### config.mk
export PLATFORM = sky130hd
export DESIGN_NAME = fcmp_flag_unit
export DESIGN_NICKNAME = d
export VERILOG_FILES = /design/src/rtl/fcmp_pkg.sv /design/src/rtl/fcmp_classify.sv /design/src/rtl/fcmp_order.sv /design/src/rtl/fcmp_flag_unit.sv
export SDC_FILE = /design/constraint.sdc
export NUM_CORES = 1
export LEC_CHECK = 0
export BUFFER_PORTS_ARGS = -buffer_cell sky130_fd_sc_hd__buf_4
export CORE_MARGIN = 2
export CORE_UTILIZATION = 30
export DETAILED_ROUTE_END_ITERATION = 16
export GPL_ROUTABILITY_DRIVEN = 0
export RECOVER_POWER = 25
export SLEW_MARGIN = 20
export SYNTH_ARGS = -nofsm -noshare
export SYNTH_HDL_FRONTEND = slang
export SYNTH_SLANG_ARGS = --single-unit
### constraint.sdc
create_clock -name clk -period 6.91 [get_ports clk]
set_clock_uncertainty 0.15 [all_clocks]
set_input_delay 1.382 -clock clk [delete_from_list [all_inputs] [get_ports clk]]
set_output_delay 1.382 -clock clk [all_outputs]
set_load 0.05 [all_outputs]
### src/rtl/fcmp_pkg.sv
package fcmp_pkg;
  parameter int EXP_W = 15;
  parameter int SIG_W = 64;
  localparam int X_W  = 1 + EXP_W + SIG_W;

  typedef enum logic [1:0] {
    REL_GT = 2'd0,
    REL_LT = 2'd1,
    REL_EQ = 2'd2,
    REL_UN = 2'd3
  } rel_e;

  typedef struct packed {
    logic sgn;
    logic zero;
    logic nan;
    logic snan;
    logic unsup;
  } cls_t;
endpackage

### src/rtl/fcmp_classify.sv
module fcmp_classify
  import fcmp_pkg::*;
#(
  parameter int EW = EXP_W,
  parameter int SW = SIG_W,
  localparam int XW = 1 + EW + SW
) (
  input  logic [XW-1:0] val,
  output cls_t          cls
);
  logic [EW-1:0] expo;
  logic [SW-1:0] sig;
  logic          jbit;

  assign expo = val[XW-2:SW];
  assign sig  = val[SW-1:0];
  assign jbit = sig[SW-1];

  always_comb begin
    cls.sgn   = val[XW-1];
    cls.zero  = (expo == '0) && (sig == '0);
    cls.unsup = (expo != '0) && !jbit;
    cls.nan   = (&expo) && jbit && (sig[SW-2:0] != '0);
    cls.snan  = cls.nan && !sig[SW-2];
  end
endmodule

### src/rtl/fcmp_order.sv
module fcmp_order
  import fcmp_pkg::*;
#(
  parameter int EW = EXP_W,
  parameter int SW = SIG_W,
  localparam int XW = 1 + EW + SW
) (
  input  logic [XW-1:0] a,
  input  logic [XW-1:0] b,
  input  cls_t          ca,
  input  cls_t          cb,
  output rel_e          rel
);
  logic [XW-2:0] mag_a, mag_b;
  logic          unord;

  assign mag_a = a[XW-2:0];
  assign mag_b = b[XW-2:0];
  assign unord = ca.nan | cb.nan | ca.unsup | cb.unsup;

  always_comb begin
    if (unord)                     rel = REL_UN;
    else if (ca.zero && cb.zero)   rel = REL_EQ;
    else if (ca.sgn != cb.sgn)     rel = ca.sgn ? REL_LT : REL_GT;
    else if (mag_a == mag_b)       rel = REL_EQ;
    else if ((mag_a > mag_b) ^ ca.sgn) rel = REL_GT;
    else                           rel = REL_LT;
  end
endmodule

### src/rtl/fcmp_flag_unit.sv
module fcmp_flag_unit
  import fcmp_pkg::*;
#(
  parameter int EW = EXP_W,
  parameter int SW = SIG_W,
  parameter int POP_W = 2,
  localparam int XW = 1 + EW + SW
) (
  input  logic             clk,
  input  logic             rst,
  input  logic             in_valid,
  input  logic [XW-1:0]    op_a,
  input  logic [XW-1:0]    op_b,
  input  logic             a_empty,
  input  logic             b_empty,
  input  logic             quiet,
  input  logic             to_flags,
  input  logic             test_zero,
  input  logic             c1_keep,
  input  logic [POP_W-1:0] pop_req,
  input  logic             inv_mask,
  output logic             out_valid,
  output logic [3:0]       cc,
  output logic [3:0]       cc_we,
  output logic [5:0]       flags,
  output logic             flags_we,
  output logic             inv_pulse,
  output logic             stk_fault,
  output logic [POP_W-1:0] pop_out
);
  localparam logic [POP_W-1:0] POP_MAX = POP_W'(2);

  logic [XW-1:0] opnd [2];
  cls_t          cls  [2];
  rel_e          rel_raw, rel_use;

  assign opnd[0] = op_a;
  assign opnd[1] = test_zero ? '0 : op_b;

  for (genvar g = 0; g < 2; g++) begin : g_cls
    fcmp_classify #(.EW(EW), .SW(SW)) u_cls (.val(opnd[g]), .cls(cls[g]));
  end

  fcmp_order #(.EW(EW), .SW(SW)) u_ord (
    .a(opnd[0]), .b(opnd[1]), .ca(cls[0]), .cb(cls[1]), .rel(rel_raw)
  );

  logic             empty, sig_nan, raise, commit, dst_flags, hold_c1;
  logic [POP_W-1:0] pops;
  logic [3:0]       cc_code;
  logic [5:0]       fl_code;

  always_comb begin
    empty     = a_empty | (b_empty & ~test_zero);
    sig_nan   = cls[0].unsup | cls[1].unsup | cls[0].snan | cls[1].snan
              | (~quiet & (cls[0].nan | cls[1].nan));
    raise     = empty | sig_nan;
    commit    = ~raise | inv_mask;
    rel_use   = raise ? REL_UN : rel_raw;
    dst_flags = to_flags & ~test_zero;
    hold_c1   = c1_keep & quiet & ~to_flags & ~test_zero;
    if (test_zero)            pops = '0;
    else if (pop_req > POP_MAX) pops = POP_MAX;
    else                      pops = pop_req;
    unique case (rel_use)
      REL_GT: begin cc_code = 4'b0000; fl_code = 6'b000000; end
      REL_LT: begin cc_code = 4'b0001; fl_code = 6'b000001; end
      REL_EQ: begin cc_code = 4'b1000; fl_code = 6'b001000; end
      default: begin cc_code = 4'b1101; fl_code = 6'b001011; end
    endcase
  end

  always_ff @(posedge clk) begin
    if (rst) begin
      out_valid <= 1'b0;
      cc        <= '0;
      cc_we     <= '0;
      flags     <= '0;
      flags_we  <= 1'b0;
      inv_pulse <= 1'b0;
      stk_fault <= 1'b0;
      pop_out   <= '0;
    end else begin
      out_valid <= in_valid;
      inv_pulse <= in_valid & raise;
      stk_fault <= in_valid & empty;
      pop_out   <= (in_valid & commit) ? pops : '0;
      cc        <= '0;
      cc_we     <= '0;
      flags     <= '0;
      flags_we  <= 1'b0;
      if (in_valid) begin
        cc_we[1] <= ~hold_c1;
        if (commit) begin
          if (dst_flags) begin
            flags    <= fl_code;
            flags_we <= 1'b1;
          end else begin
            cc[0]    <= cc_code[0];
            cc[2]    <= cc_code[2];
            cc[3]    <= cc_code[3];
            cc_we[0] <= 1'b1;
            cc_we[2] <= 1'b1;
            cc_we[3] <= 1'b1;
          end
        end
      end
    end
  end
endmodule

== Word level (Yosys, flattened, before mapping) ==
Index checks and enable logic that the tools add are counted.
Word-level totals
  bits in registers: 20
  input bits: 172
  output and inout bits: 20
  logic and storage cells: 92
Operators by class
  magnitude comparators: 2
  equality and inequality tests: 4
  muxes and demuxes: 14
  bitwise gates (word level): 29
  reductions and logical operators: 32
Operators with widths (number)
  zero test 64 bit: 2
  nonzero test 63 bit: 2
  two-way mux 80 bit: 1
  == test 79 bit: 1
  greater-than comparator 79 bit: 1
  zero test 15 bit: 2
  AND reduction 15 bit: 2
  nonzero test 15 bit: 2
  one-hot mux 4 bit (3 select lines): 2
  two-way mux 2 bit: 7
  OR reduction 4 bit: 3
  logical AND 1 bit: 11
  OR 1 bit: 10
  bitwise AND 1 bit: 9
  inverter 1 bit: 9
  OR reduction 3 bit: 2
  zero test 1 bit: 4
  two-way mux 1 bit: 4
  == test 2 x 1 -> 1 bit, second input constant: 1
  == test 2 bit, second input constant: 1
  greater-than comparator 2 bit, second input constant: 1
  zero test 2 bit: 1
  OR reduction 2 bit: 1
  != test 1 bit: 1
  XOR 1 bit: 1

== Depth between registers and ports, before layout ==
  depth after elaboration: 13
  gate-level depth with buffers: 13
  gate-level depth less buffers: 10

== Modules after synthesis ==
From an unflattened synthesis, not the netlist that was laid out.
Unflattened totals
  cell total of the unflattened synthesis: 509
  area total of the unflattened synthesis: 3667.3 um^2
By module, submodules not included
  fcmp_order: instances 1, cells an instance 293, area an instance 2065.7 um^2, sequential area each 0.0 um^2
  fcmp_flag_unit: instances 1, cells an instance 144, area an instance 1126.1 um^2, sequential area each 280.3 um^2
  fcmp_classify: instances 2, cells an instance 36, area an instance 237.7 um^2, sequential area each 0.0 um^2

== Worst setup path after synthesis ==
Ideal clock, no wire load.
  kind: input port to flip-flop
  start: input port test_zero
  end: register cc[0]
  setup time: 133 ps
  data arrival time: 3910 ps
  required time: 6627 ps
  setup slack: 2716 ps
  stages: 13
  buffers on the path: 3
  path through: buf_2 clkinv_1 clkbuf_1 buf_1 nand2_1 ha_1 nand4_1 nor3_1 a221oi_1 nor3_1 or4_1 o211ai_1 a31oi_1
Between the ends
  word-level cells in the longest chain between the ends: 12
  elaborated cells on any way between the ends: 45
  those cells by class: 1 x order compare; 4 x eq/ne; 8 x mux; 17 x bitwise; 15 x reduce/logical
RTL lines
  start, declared: RTL line fcmp_flag_unit.sv:18  | input logic test_zero,
  parallel branches: the longest is 12 deep, another holds greater-than comparator 79 bit
  end signal, assigned: RTL line fcmp_flag_unit.sv:99  | cc[0] <= cc_code[0];
  end, declared: RTL line fcmp_flag_unit.sv:23  | output logic [3:0] cc,
Parallel ways; which one is timed is not known.
A chain may end at the register's enable or synchronous reset.

== Worst setup path in the final report ==
Ends and elaborated chain as after synthesis.

==> summary.md <==
| Metric | Value |
|---|---|
| Status | completed |
| Setup bufs post-CTS | 0 |
| Full die area | 10,900 sq um |
| Routed Wire Length | roughly 12 mm |
| Synth Area in Adders | ~33% |
| Final Hold Fails | 0 |
| Initial Utilization | between 30% and 40% |
| Via count | about 4,000 |
| Number of I/O pins | 192 |
| Main combinational cell family by area after synthesis | simple AND/OR/NAND/NOR gates |
| Pleak | ~2.2 nW |
| Hold-fix buffers, CTS | 0 |
| MaxCap Viol Count | 0 |
| DR iter-0 viols | ~140 |
| XOR/XNOR Fraction of Synth Area | 0% |
| # diodes | 0 |
| First-pass GRT wire length | 18.9 mm |
| Longest Clk Path Bufs | 2 |
| CP max FO | 46 |
| Yosys top cell area share | 32.7% |
| Worst setup path end | cc[0] |
| Synth Flop Type | dfxtp_1 |
| Cell Chain, Critical Path | buf_4 -> inv_2 -> buf_4 -> nand2_1 -> ha_1 -> a21oi_1 -> o21ai_0 -> a221oi_1 -> a311oi_1 -> or4_1 -> o211ai_1 -> a31oi_1 |
| CTS Root Cell | clkbuf_8 |
| Hold Path Stages | 2 |
| Final Setup Violations | 0 |
| Syn Area/Cell | a little over 7 sq um |
| Post-synthesis sequential element count | 14 |
| FFs w/ async S/R, synth | 0% |
| Tmin final | 4.38 ns |
| Most Frequent Cell on Critical Path | buf_4 |
| Cts bufs inserted | 3 |
| Vias in the first global route | between 3,000 and 4,000 |
| Largest net degree at the start of global routing | 47 |
| Sink Count | 14 |
| Area contributors post-synth | ha_1, nand2_1, dfxtp_1, nor4_1, nand4_1 |
| Port bufs | ~190 |
| Chip height | approximately 100 um |
| Placement Cell Area | around 4500 sq um |
| DR vias/cell | roughly 5.3 |
| Slowest cell on crit path | buf_4 |
| Mux cell area share after synthesis | 0% |
| WL/cell | approximately 16 um |
| Worst-path clk slew | about 0.06 ns |
| Post-synthesis compound-gate area fraction | approximately 17% |
| Peak VDD IR | approximately 0.089 mV |
| Core area | approximately 9800 sq um |
| Startpoint types | input port |
| Post-synth EDFFs | 0 |
| H-tree Lvls | 1 |
| Die width | roughly 100 um |
| Yosys cell types | 43 |
| Antenna-violating nets left | 0 |
| Slowest stage delay, CP | around 0.50 ns |
| Final-report max-slew violation count | 0 |
| RSZ-0062 raised after global routing | no |
| DP HPWL | approximately 11 mm |
| Total Neg Setup Slack | 0 ns |
| P per Cell Area | 90.2 nW/um^2 |
| Layout cells sized above 1 | roughly a third |
| Mapped Area | 3030 sq um |
| Max Clk Rate | about 230 MHz |
| Synth area leader | ha_1 |
| Design area | 4570 sq um |
| P&R area growth vs syn | 50.9% |
| Hold Path Class | input port to flop |
| Cts repair resizes | 0 |
| Synthesis Warnings | 0 |
| Site row count | 36 |
| Worst-margin pin slew | around 0.6 ns |
| Drt first pass iters | 4 |
| Tot GR Track Use | a little over a fifth |
| Total gr overflow | 0 |
| WS Path Type | input port to flop |
| Final Power | 0.412 mW |
| Final #Nets | about 860 |
| Sequential share of the synthesized area | a little over 9% |
| Crit path capture type | flop |
| Max_slew headroom | around three fifths |
| Simple-gate area share of the yosys netlist | a little under two fifths |
| Initial antenna violation count | 0 |
| CTS tree | done |
| Synthesized instance count | about 420 |
| Tcrit/Tclk final | between 60 and 70% |
| Origin of the worst setup path | test_zero |
| # DRC | 0 |
| Worst EP required | 6.86 ns |
| WP data arrival | 4.33 ns |
[worst max-delay path: cells and delay by family]
family                     cells  cell delay [ns]
buffers and inverters          3             1.05
AOI/OAI and AO/OA              6             1.03
and+or+nand+nor                2             0.55
adders and majority gates      1             0.31
[through the flow]
| step | util (%) | hold WS, ns | instances | worst slack [ns] |
|---|---|---|---|---|
| 3_3_place_gp | 46.4 | 1.41 | 732 | 2.39 |
| 5_1_grt | 46.7 | 1.16 | 736 | 2.17 |
| 4_1_cts | 47.0 | 1.16 | 736 | 2.49 |
| 3_5_place_dp | 46.4 | 1.41 | 732 | 2.25 |
| 6_report | 46.7 | 1.16 | 736 | 2.53 |
| 2_1_floorplan | - | 1.31 | 426 | 2.72 |
[state kept, by name, summed over array words and instances (netlist names)]
signal and count:
pop_out 2, inv_pulse 1, out_valid 1, flags_we 1
flags 3, cc 3, stk_fault 1, cc_we 2
[cell type report]
type | count | area [sq um]
fillers | 979 | 5210
multi-input cells | 384 | 2630
repair buffers | 188 | 1390
flip-flops and latches | 14 | 280
well taps | 133 | 166
clock buffers | 4 | 55.1
inverters | 13 | 48.8
[cells in the mapped netlist, drive strengths merged, types with 2 or more instances]
library cell / number
a211oi: 2
a21o: 10
a21oi: 30
a221oi: 7
a31oi: 3
a41oi: 2
buf: 11
clkbuf: 4
dfxtp: 14
ha: 79
inv: 12
nand2: 98
nand2b: 5
nand3: 10
nand4: 31
nor2: 11
nor2b: 4
nor3: 14
nor4: 40
o211ai: 4
o21a: 2
o21ai: 13
or4: 2
[per-layer routing]
metal  share of wire [%]  vias up  wire length [um]  GRT usage, %
met3                 7.5       10               887          2.76
met1                  43     1753              5100          26.8
met5                   0        -                 0             0
met4                 1.0        0               120          3.09
li1                    -     1979                 -             -
met2                  48      161              5680          37.5
[placed cells by master, fill, tap and decap left out, drive strengths merged]
master	Yosys	routed
a311oi	1	1
o211a	1	1
clkbuf	4	11
a221oi	7	7
inv	12	13
conb	1	4
nor2b	4	4
nand4	31	31
a31oi	3	3
o21ba	1	1
nor2	11	11
o211ai	4	4
o21a	2	2
o21ai	13	13
nand4bb	1	1
nand2	98	98
o2111ai	1	1
and2	1	1
a21oi	30	30
a21o	10	10
a211oi	2	2
nor4b	1	1
o22ai	1	1
nor3	14	14
nor4	40	40
and3b	1	1
or4	2	2
o31ai	1	1
and4	1	1
nand3	10	10
a41oi	2	2
nand2b	5	5
and3	1	1
nor3b	1	1
ha	79	79
buf	11	181
dfxtp	14	14
[power breakdown]
part	switching [mW]	leakage [nW]	internal [mW]
sequential	0.000874	0.115	0.0837
clock	0.0257	0.0288	0.0503
combinational	0.129	2.06	0.123
[worst min-delay path by stage]
stage	start	endpoint	slack, ns
floorplan	pop_req[1]	pop_out[0]	1.31
global placement	pop_req[1]	pop_out[0]	1.41
detailed placement	pop_req[1]	pop_out[0]	1.41
CTS	pop_req[1]	pop_out[0]	1.16
global route	pop_req[1]	pop_out[0]	1.16
finish	pop_req[1]	pop_out[0]	1.16
[cell families after synthesis]
logic type / count (synthesis)
AND/OR/NAND/NOR: 222
AO/OA/AOI/OAI: 79
adder cells (fa/ha/maj): 79
buffers and inverters: 28
flip-flops: 14
other: 1
(Power assumes the default switching activity.)
